[config.mk]
export PLATFORM = sky130hd
export DESIGN_NAME = frame_access_gate
export DESIGN_NICKNAME = d
export VERILOG_FILES = /design/src/rtl/tfg_pkg.sv /design/src/rtl/tfg_decode.sv /design/src/rtl/tfg_policy.sv /design/src/rtl/tfg_rsp_stage.sv /design/src/rtl/frame_access_gate.sv
export SDC_FILE = /design/constraint.sdc
export NUM_CORES = 1
export LEC_CHECK = 0
export BUFFER_PORTS_ARGS = -buffer_cell sky130_fd_sc_hd__buf_2
export CORE_AREA = 2 2 115 117
export CTS_CLUSTER_DIAMETER = 80
export DETAILED_ROUTE_END_ITERATION = 7
export DIE_AREA = 0 0 117 119
export GPL_TIMING_DRIVEN = 0
export PLACE_DENSITY_LB_ADDON = 0.12
export REMOVE_ABC_BUFFERS = 1
export SLEW_MARGIN = 20
export SYNTH_ARGS = -nofsm -noshare
export SYNTH_HDL_FRONTEND = slang
export SYNTH_HIERARCHICAL = 1
export SYNTH_SLANG_ARGS = --single-unit
[constraint.sdc]
create_clock -name clk -period 4.3 [get_ports clk]
set_input_delay 0.43 -clock clk [delete_from_list [all_inputs] [get_ports clk]]
set_output_delay 0.43 -clock clk [all_outputs]
set_load 0.1 [all_outputs]
[src/rtl/tfg_pkg.sv]
package tfg_pkg;
  localparam int ACC_W  = 6;
  localparam int PERM_W = 10;
  localparam int FEAT_W = 8;

  // access-word bit positions
  localparam int AB_PCNT = 0;
  localparam int AB_VCNT = 1;
  localparam int AB_FREQ = 2;
  localparam int AB_VOFF = 3;
  localparam int AB_VTMR = 4;
  localparam int AB_PTMR = 5;

  // alias permission bit positions
  localparam int PB_PCNT = 0;
  localparam int PB_VCNT = 1;
  localparam int PB_VTMR = 8;
  localparam int PB_PTMR = 9;

  // feature bit positions
  localparam int FB_PRES = 0;
  localparam int FB_VIRT = 1;
  localparam int FB_ALIAS = 2;

  typedef enum logic [2:0] {
    RC_PCNT, RC_VCNT, RC_FREQ, RC_PERM, RC_VOFF, RC_PTMR, RC_VTMR, RC_NONE
  } reg_cls_e;
endpackage

[src/rtl/tfg_decode.sv]
module tfg_decode
  import tfg_pkg::*;
#(
  parameter int OFS_W = 12
) (
  input  logic [OFS_W-1:0] ofs,
  output reg_cls_e         cls
);
  logic hi_range;
  logic unused_low;

  assign hi_range   = |ofs[OFS_W-1:6];
  assign unused_low = ^ofs[1:0];

  always_comb begin
    if (hi_range) begin
      cls = RC_NONE;
    end else begin
      unique case (ofs[5:2])
        4'd0, 4'd1:                 cls = RC_PCNT;
        4'd2, 4'd3:                 cls = RC_VCNT;
        4'd4:                       cls = RC_FREQ;
        4'd5:                       cls = RC_PERM;
        4'd6, 4'd7:                 cls = RC_VOFF;
        4'd8, 4'd9, 4'd10, 4'd11:   cls = RC_PTMR;
        default:                    cls = RC_VTMR;
      endcase
    end
  end
endmodule

[src/rtl/tfg_policy.sv]
module tfg_policy
  import tfg_pkg::*;
#(
  parameter int N_FRAMES = 8,
  parameter int FIDX_W   = 3
) (
  input  logic [N_FRAMES-1:0]        ns_enable,
  input  logic [N_FRAMES*ACC_W-1:0]  acc_words,
  input  logic [N_FRAMES*PERM_W-1:0] view_perm,
  input  logic [N_FRAMES*FEAT_W-1:0] feat_bytes,
  input  logic [FIDX_W-1:0]          frame,
  input  reg_cls_e                   cls,
  input  logic                       write,
  input  logic                       secure,
  input  logic                       view,
  output logic                       allow,
  output logic [FEAT_W-1:0]          feat
);
  logic [ACC_W-1:0]  acc_a  [N_FRAMES];
  logic [PERM_W-1:0] perm_a [N_FRAMES];
  logic [FEAT_W-1:0] feat_a [N_FRAMES];

  for (genvar g = 0; g < N_FRAMES; g++) begin : g_frame
    assign acc_a[g]  = acc_words[g*ACC_W +: ACC_W];
    assign perm_a[g] = view_perm[g*PERM_W +: PERM_W];
    assign feat_a[g] = feat_bytes[g*FEAT_W +: FEAT_W];
  end

  logic              in_range;
  logic [ACC_W-1:0]  a;
  logic [PERM_W-1:0] p;
  logic [FEAT_W-1:0] f;
  logic              ns_ok;
  logic              base_ok;
  logic              alias_ok;

  assign in_range = (32'(frame) < N_FRAMES);

  always_comb begin
    a = '0;
    p = '0;
    f = '0;
    ns_ok = 1'b0;
    for (int i = 0; i < N_FRAMES; i++) begin
      if (in_range && 32'(frame) == i) begin
        a = acc_a[i];
        p = perm_a[i];
        f = feat_a[i];
        ns_ok = ns_enable[i];
      end
    end
  end

  always_comb begin
    base_ok  = 1'b0;
    alias_ok = 1'b0;
    unique case (cls)
      RC_PCNT: begin
        base_ok  = !write && a[AB_PCNT];
        alias_ok = p[PB_PCNT];
      end
      RC_VCNT: begin
        base_ok  = !write && a[AB_VCNT] && f[FB_VIRT];
        alias_ok = p[PB_VCNT];
      end
      RC_FREQ: begin
        base_ok  = !write && a[AB_FREQ];
        alias_ok = p[PB_PCNT] || p[PB_VCNT];
      end
      RC_PERM: begin
        base_ok  = 1'b1;
        alias_ok = 1'b0;
      end
      RC_VOFF: begin
        base_ok  = !write && a[AB_VOFF] && f[FB_VIRT];
        alias_ok = 1'b0;
      end
      RC_PTMR: begin
        base_ok  = a[AB_PTMR];
        alias_ok = p[PB_PTMR];
      end
      RC_VTMR: begin
        base_ok  = a[AB_VTMR] && f[FB_VIRT];
        alias_ok = p[PB_VTMR];
      end
      default: begin
        base_ok  = 1'b0;
        alias_ok = 1'b0;
      end
    endcase
  end

  assign allow = in_range && f[FB_PRES] && (secure || ns_ok) && base_ok
               && (!view || (f[FB_ALIAS] && alias_ok));
  assign feat  = f;
endmodule

[src/rtl/tfg_rsp_stage.sv]
module tfg_rsp_stage #(
  parameter int DATA_W = 32,
  parameter int FEAT_W = 8
) (
  input  logic              clk,
  input  logic              rst_n,
  input  logic              in_fire,
  input  logic              in_allow,
  input  logic [DATA_W-1:0] in_rdata,
  input  logic [FEAT_W-1:0] in_feat,
  output logic              can_accept,
  input  logic              rsp_ready,
  output logic              rsp_valid,
  output logic              rsp_allow,
  output logic [DATA_W-1:0] rsp_rdata,
  output logic [FEAT_W-1:0] rsp_feat
);
  assign can_accept = !rsp_valid || rsp_ready;

  always_ff @(posedge clk or negedge rst_n) begin
    if (!rst_n) begin
      rsp_valid <= 1'b0;
      rsp_allow <= 1'b0;
      rsp_rdata <= '0;
      rsp_feat  <= '0;
    end else if (can_accept) begin
      rsp_valid <= in_fire;
      if (in_fire) begin
        rsp_allow <= in_allow;
        rsp_rdata <= in_rdata;
        rsp_feat  <= in_feat;
      end
    end
  end
endmodule

[src/rtl/frame_access_gate.sv]
module frame_access_gate
  import tfg_pkg::*;
#(
  parameter int N_FRAMES = 8,
  parameter int OFS_W    = 12,
  parameter int DATA_W   = 32,
  localparam int FIDX_W  = (N_FRAMES > 1) ? $clog2(N_FRAMES) : 1
) (
  input  logic                       clk,
  input  logic                       rst_n,
  input  logic [N_FRAMES-1:0]        ns_enable,
  input  logic [N_FRAMES*6-1:0]      acc_words,
  input  logic [N_FRAMES*10-1:0]     view_perm,
  input  logic [N_FRAMES*8-1:0]      feat_bytes,
  input  logic                       req_valid,
  output logic                       req_ready,
  input  logic [FIDX_W-1:0]          req_frame,
  input  logic [OFS_W-1:0]           req_offset,
  input  logic                       req_write,
  input  logic                       req_secure,
  input  logic                       req_view,
  input  logic [DATA_W-1:0]          frm_rdata,
  output logic                       frm_wr_en,
  output logic                       rsp_valid,
  input  logic                       rsp_ready,
  output logic                       rsp_allow,
  output logic [DATA_W-1:0]          rsp_rdata,
  output logic [7:0]                 rsp_feat
);
  reg_cls_e          cls;
  logic              allow;
  logic [FEAT_W-1:0] feat;
  logic              fire;
  logic [DATA_W-1:0] masked;

  tfg_decode #(.OFS_W(OFS_W)) u_decode (
    .ofs (req_offset),
    .cls (cls)
  );

  tfg_policy #(.N_FRAMES(N_FRAMES), .FIDX_W(FIDX_W)) u_policy (
    .ns_enable  (ns_enable),
    .acc_words  (acc_words),
    .view_perm  (view_perm),
    .feat_bytes (feat_bytes),
    .frame      (req_frame),
    .cls        (cls),
    .write      (req_write),
    .secure     (req_secure),
    .view       (req_view),
    .allow      (allow),
    .feat       (feat)
  );

  assign fire      = req_valid && req_ready;
  assign frm_wr_en = fire && req_write && allow;
  assign masked    = (allow && !req_write) ? frm_rdata : '0;

  tfg_rsp_stage #(.DATA_W(DATA_W), .FEAT_W(FEAT_W)) u_rsp (
    .clk        (clk),
    .rst_n      (rst_n),
    .in_fire    (fire),
    .in_allow   (allow),
    .in_rdata   (masked),
    .in_feat    (feat),
    .can_accept (req_ready),
    .rsp_ready  (rsp_ready),
    .rsp_valid  (rsp_valid),
    .rsp_allow  (rsp_allow),
    .rsp_rdata  (rsp_rdata),
    .rsp_feat   (rsp_feat)
  );
endmodule

==> results of run 1 <==
[flip-flops by register name, summed over array words and instances (netlist names)]
| name | count |
|---|---|
| u_rsp/rsp_rdata | 32 |
| u_rsp/rsp_allow | 1 |
| u_rsp/rsp_valid | 1 |
| u_rsp/rsp_feat | 8 |
[Yosys cell counts (2+ instances only)]
library cell / count
nand2_1: 22
or3_1: 2
and3b_2: 32
a221o_1: 2
a221oi_1: 3
nand3_1: 6
buf_2: 14
a21oi_1: 21
nor2b_1: 8
o221a_1: 3
mux2_2: 7
nor2_1: 17
mux2_4: 40
dfrtp_1: 42
a22oi_1: 7
o2111ai_1: 2
mux2i_1: 15
o22ai_1: 5
a31oi_1: 2
buf_4: 4
inv_1: 3
and2_1: 4
buf_6: 7
mux4_2: 10
o21ai_1: 6
a32oi_1: 2
inv_2: 2
a22o_1: 5
nand2b_1: 4
o221ai_1: 6
o211ai_1: 5
mux2_1: 3
clkbuf_1: 5
o21ai_0: 12
[through the flow]
step,total power (uW),worst slack [ps]
6_report,1430,289
5_1_grt,1500,38.5
4_1_cts,1450,160
3_5_place_dp,945,-938
3_3_place_gp,939,-1820
2_1_floorplan,754,397
[power by group]
| group | leakage (uW) | internal [uW] | total (uW) | switching (uW) |
|---|---|---|---|---|
| Sequential | 0.000568 | 417 | 429 | 12.7 |
| Clock | 0.0000971 | 348 | 497 | 148 |
| Combinational | 0.00215 | 185 | 505 | 320 |
[layout by cell type (no fill, tap or decap), drive strengths merged, types with 6 or more instances in the layout]
cell and instances:
clkbuf 6, mux2 50, o221ai 6, buf 249, nand2 23, mux4 10, and3b 32, mux2i 15
a21oi 21, nand3 6, a22oi 7, nor2 18, nor2b 8, o21ai 18, dfrtp 42
[cell type report]
cell class / instances / area, sq um
inverter: 5 / 18.8
sequential: 42 / 1050
fill: 1308 / 7650
clock buffer: 6 / 139
multi-input combinational: 271 / 2460
tap: 176 / 220
timing repair buffer: 249 / 1270
clock inverter: 2 / 60.1
[per-layer routing]
metal | wire length [um] | share of wire, % | track usage, %
met1 | 5130 | 41 | 20.8
met2 | 6080 | 49 | 29.9
met3 | 1000 | 8.1 | 3.41
met4 | 209 | 1.7 | 4.19
met5 | 0 | 0 | 0
[final timing paths]
kind	from	endpoint	slack, ps
hold reg to reg	u_rsp/rsp_rdata[13]	u_rsp/rsp_rdata[13]	500
min in group clk	rsp_ready	u_rsp/rsp_valid	460
setup / recovery	req_offset[7]	frm_wr_en	290
max in group asynchronous	rst_n	u_rsp/rsp_rdata[24]	3410
setup reg to reg	u_rsp/rsp_valid	u_rsp/rsp_rdata[28]	2520
hold / removal	rst_n	u_rsp/rsp_rdata[10]	300
[timing repair]
item | 4_1_cts | 5_1_grt
hold buffers | 0 | 0
pin swaps | 1 | 0
endpoints found under the setup margin | 1 | 1
buffers inserted | 1 | 0
gates resized for setup | 6 | 3
[cells by family (layout without fill, tap and decap cells)]
family,after synthesis,after routing
buffers and inverters,36,262
muxes,75,75
AOI/OAI and AO/OA,90,90
DFF,42,42
and+or+nand+nor,106,106
==> flow_metrics.py, run 1 <==
metrics = {
    "status": {
        "outcome": "complete, no violations",
    },
    "sta": {
        "slew-limit-headroom_pct": 36.1,
        "post-route-period-util_pct": 93.3,
        "finalHoldViolations": 0,
        "setup_viol": 0,
        "tns_ps": 0,
        "worst_pin_slew_ps": 959,
        "period_minus_slack_ps": 4010,
        "holdWs_ps": 299,
        "slew_viol_final": 0,
        "rsz0062_at_grt": "false",
        "fin_skew_ps": 3.13,
        "fmax_mhz": 249,
    },
    "power_and_ir_drop": {
        "peakVddDrop_mv": 0.188,
        "power_density_nw_per_um2": 274,
        "leakagePower_uw": 0.00282,
    },
    "placed_design": {
        "post_dp_cell_area_sq_um": 4990,
        "dp_cells": 742,
        "dp_hpwl_um": 9400,
        "routabilityCongestion": 0.738,
        "numPortBuffers": 247,
    },
    "global_route": {
        "grt_antenna_before_repair": 0,
        "grt_overflow": 0,
        "grt_usage_pct": 16.9,
        "first_global_vias": 3709,
        "grt_pass1_wl_um": 18700,
        "grt_max_degree": 54,
    },
    "detailed_routing": {
        "route.antenna.remaining_nets": 0,
        "drtIter0Drc": 172,
        "detail_route.drc_violations": 0,
        "vias_per_cell": 4.97,
        "routedWlPerCell_um": 16.5,
        "firstDrtPassIters": 4,
        "vias": 3730,
        "wl_um": 12400,
    },
    "layout": {
        "area_growth_pct": 40.3,
        "utilization_pct": 40.6,
        "layout-drive-gt1-share_pct": 62.3,
        "nets": 828,
        "antenna_cells": 0,
        "final_area_sq_um": 5220,
        "final_cell_count_no_fill": 751,
    },
    "min_path": {
        "min_path_type": "in2async",
    },
    "critical_path": {
        "endpoint_kind": "output port",
        "crit_chain": "buf_2 -> nor4_4 -> o2111ai_1 -> nor2b_2 -> o311ai_0 -> a21oi_1 -> o21ai_1 -> o221ai_1 -> a21oi_1 -> a221oi_4 -> buf_8 -> and4_2 -> buf_2",
        "r2r_cells": 4,
        "critical_path_buf_inv_count": 3,
        "worst-path-max-fanout": 18,
        "cpMaxStageDelayCell": "o2111ai_1",
        "start_kind": "input pin",
        "crit_path_max_incr_delay_ps": 420,
        "cp.arrival_ps": 3580,
        "cp.required_ps": 3870,
        "cp_top_family": "compound AO/OA/AOI/OAI gates",
        "worst-path-stages": 13,
        "crit_type": "in2out",
    },
    "job": {
        "maxCapViolations": 0,
    },
    "synth": {
        "syn_area_per_cell_sq_um": 10.7,
        "synth_top_area_share_pct": 28.2,
        "synth_edf_count": 0,
        "synthSimpleGateAreaFrac_pct": 19.4,
        "synthAdderAreaFrac_pct": 0,
        "synth-xor-area-share_pct": 0,
        "synthMuxAreaShare_pct": 29.2,
        "synth_largest_area_cell": "dfrtp_1",
        "synth_ff_type": "dfrtp_1",
        "ys_seq_elements": 42,
        "yosysSeqAreaShare_pct": 28.2,
        "syn-cell-area_sq_um": 3720,
        "synthCells": 349,
        "synth.distinct_cells": 55,
        "synth-compound-area-share_pct": 16.8,
        "synth.area.top_cells": "dfrtp_1, mux2_4, and3b_2, mux4_2, mux2i_1",
        "synth_top_family_by_area": "multiplexers",
        "async_flop_share_pct": 100,
        "synth_warnings": 6,
    },
    "floorplanning": {
        "die_y_um": 119,
        "die_w_um": 117,
        "dieArea_sq_um": 13900,
        "io_pins": 298,
        "core_area_sq_um": 12900,
        "row_count": 42,
        "start_util_pct": 28.9,
    },
    "clocking": {
        "htree_num_levels": 2,
        "clock_sinks": 42,
        "cts_root_buf": "clkbuf_16",
        "path_clk_slew_ps": 60,
        "clk_path_buf_depth": 2,
        "cts_made_buffers": 5,
        "cts_tree": "built",
        "clkLatencyLatePin_ps": 280,
    },
}
Power figures use the tool's default switching activity.
==> inputs of run 2 (changes only) <==
--- a/config.mk
+++ b/config.mk
@@ -6,12 +6,12 @@
 export NUM_CORES = 1
 export LEC_CHECK = 0
 export BUFFER_PORTS_ARGS = -buffer_cell sky130_fd_sc_hd__buf_2
-export CORE_AREA = 2 2 115 117
+export CORE_AREA = 3 3 116 118
 export CTS_CLUSTER_DIAMETER = 80
 export DETAILED_ROUTE_END_ITERATION = 7
-export DIE_AREA = 0 0 117 119
+export DIE_AREA = 0 0 119 121
 export GPL_TIMING_DRIVEN = 0
-export PLACE_DENSITY_LB_ADDON = 0.12
+export PLACE_DENSITY_LB_ADDON = 0.15
 export REMOVE_ABC_BUFFERS = 1
 export SLEW_MARGIN = 20
 export SYNTH_ARGS = -nofsm -noshare
==> run 2 against run 1 <==
Total power down 8.6%; core utilization increased by 0.53 points; sequential cell count stayed put; cell count down 0.53%; clock skew is 2.3 ps higher; critical endpoint unchanged.
==> flow_metrics.py, run 2 (same netlist as run 1, synthesis figures left out) <==
metrics = {
    "status": {
        "outcome": "complete, no violations",
    },
    "clocking": {
        "path_clk_slew_ps": 60,
        "clock_sinks": 42,
        "clkLatencyLatePin_ps": 280,
        "cts_root_buf": "clkbuf_16",
        "htree_num_levels": 2,
        "cts_tree": "built",
        "cts_made_buffers": 5,
        "cts_setup_buffers": 0,
        "cts_hold_buf": 0,
        "clk_path_buf_depth": 2,
        "cts_resized": 5,
    },
    "floorplanning": {
        "row_count": 41,
        "io_pins": 298,
        "die_w_um": 119,
        "die_y_um": 121,
        "start_util_pct": 29.6,
        "dieArea_sq_um": 14400,
        "core_area_sq_um": 12600,
    },
    "critical_path": {
        "worst-path-max-fanout": 48,
        "start_kind": "input pin",
        "endpoint_kind": "output port",
        "cp.required_ps": 3870,
        "crit_type": "in2out",
        "cp.arrival_ps": 3630,
    },
    "power_and_ir_drop": {
        "power_frac_seq_pct": 32.8,
        "power_switching_share_pct": 37.5,
        "p_switching_uw": 490,
        "power_frac_comb_pct": 38.6,
        "leakagePower_uw": 0.00278,
        "power_density_nw_per_um2": 253,
        "peakVddDrop_mv": 0.178,
        "internal_power_uw": 818,
        "clkPwrFrac_pct": 28.6,
    },
    "placed_design": {
        "dp_hpwl_um": 9640,
        "routabilityCongestion": 0.805,
        "dp_cells": 739,
        "numPortBuffers": 247,
    },
    "layout": {
        "antenna_cells": 0,
        "top_regs": "u_rsp/rsp_rdata (32), u_rsp/rsp_feat (8)",
        "layout_commonest_cell": "buf_2",
        "final_cell_count_no_fill": 747,
        "largest_reg_flops": 32,
        "area_growth_pct": 38.7,
        "nets": 828,
        "largest_register": "u_rsp/rsp_rdata",
        "layout_common_cells": "buf_2, dfrtp_1, mux2_4",
        "layout-drive-gt1-share_pct": 62.3,
    },
    "sta": {
        "fmax_mhz": 247,
        "rsz0062_at_grt": "false",
        "slew-limit-headroom_pct": 46.1,
        "slew_viol_final": 0,
        "post-route-period-util_pct": 94.3,
        "setup_viol": 0,
        "period_minus_slack_ps": 4060,
        "fin_skew_ps": 5.40,
        "finalHoldViolations": 0,
        "holdWs_ps": 125,
        "worst_pin_slew_ps": 808,
    },
    "global_route": {
        "grt_overflow": 0,
        "grt_pass1_wl_um": 19700,
        "grt_antenna_before_repair": 0,
        "first_global_vias": 3861,
        "grt_usage_pct": 16.7,
        "grt_max_degree": 54,
    },
    "detailed_routing": {
        "vias_per_cell": 4.91,
        "vias": 3669,
        "detail_route.drc_violations": 0,
        "firstDrtPassIters": 6,
        "wl_um": 12600,
        "drtIter0Drc": 132,
        "routedWlPerCell_um": 16.9,
        "route.antenna.remaining_nets": 0,
    },
    "min_path": {
        "min_path_type": "in2async",
    },
    "job": {
        "maxCapViolations": 0,
    },
}
==> run 2: metrics by stage <==
stage / utilization (%) / total power [uW] / instance area, sq um / worst slack, ps / TNS (ps)
after floorplan: - / 754 / 3510 / 397 / 0
after global placement: 39.4 / 941 / 4960 / -1780 / -36760
after detailed placement: 39.7 / 946 / 4990 / -544 / -693
after CTS: 41.0 / 1330 / 5150 / 55.6 / 0
after global routing: 41.1 / 1370 / 5170 / 15.8 / 0
final: 41.1 / 1310 / 5170 / 245 / 0
==> run 2: worst paths after layout <==
kind	startpoint	to	slack (ps)	cells past startpoint
worst max-delay path	req_frame[2]	frm_wr_en	240	11
worst min-delay path	rst_n	u_rsp/rsp_rdata[29]	130	1
worst max register to register	u_rsp/rsp_valid	u_rsp/rsp_rdata[28]	2520	4
worst min register to register	u_rsp/rsp_rdata[28]	u_rsp/rsp_rdata[28]	500	1
max in group asynchronous	rst_n	u_rsp/rsp_feat[1]	3790	1
min in group clk	rsp_ready	u_rsp/rsp_valid	460	3
==> run 2: worst max-delay path: stages <==
cell and delay [ps]:
buf_4 430, nor2b_2 580, a22o_1 200, nand2_1 60
o221a_1 150, o31ai_1 300, o221ai_1 230, a221oi_4 330
buf_6 230, and4_2 220, buf_2 420
==> run 2: power by group through the flow <==
stage	clock (uW)	sequential, uW	combinational (uW)
finish	375	429	505
global route	402	432	539
CTS	389	429	510
detailed placement	0	436	510
global placement	0	435	505
floorplan	0	594	161
==> run 2: metal layers <==
| layer | global-route usage (%) | up-vias | part of all wire [%] |
|---|---|---|---|
| met4 | 4.34 | 0 | 1.3 |
| met1 | 21.6 | 1694 | 43 |
| met2 | 29.1 | 175 | 49 |
| met3 | 2.66 | 12 | 6.5 |
| met5 | 0 | - | 0 |
| li1 | - | 1788 | - |
==> run 2: layout make-up <==
class,instances,area (sq um)
Timing Repair Buffer,249,1270
Clock inverter,3,23.8
Clock buffer,5,125
Sequential cell,42,1050
Multi-Input combinational cell,271,2460
Fill cell,1265,7400
Tap cell,172,215
Inverter,5,18.8
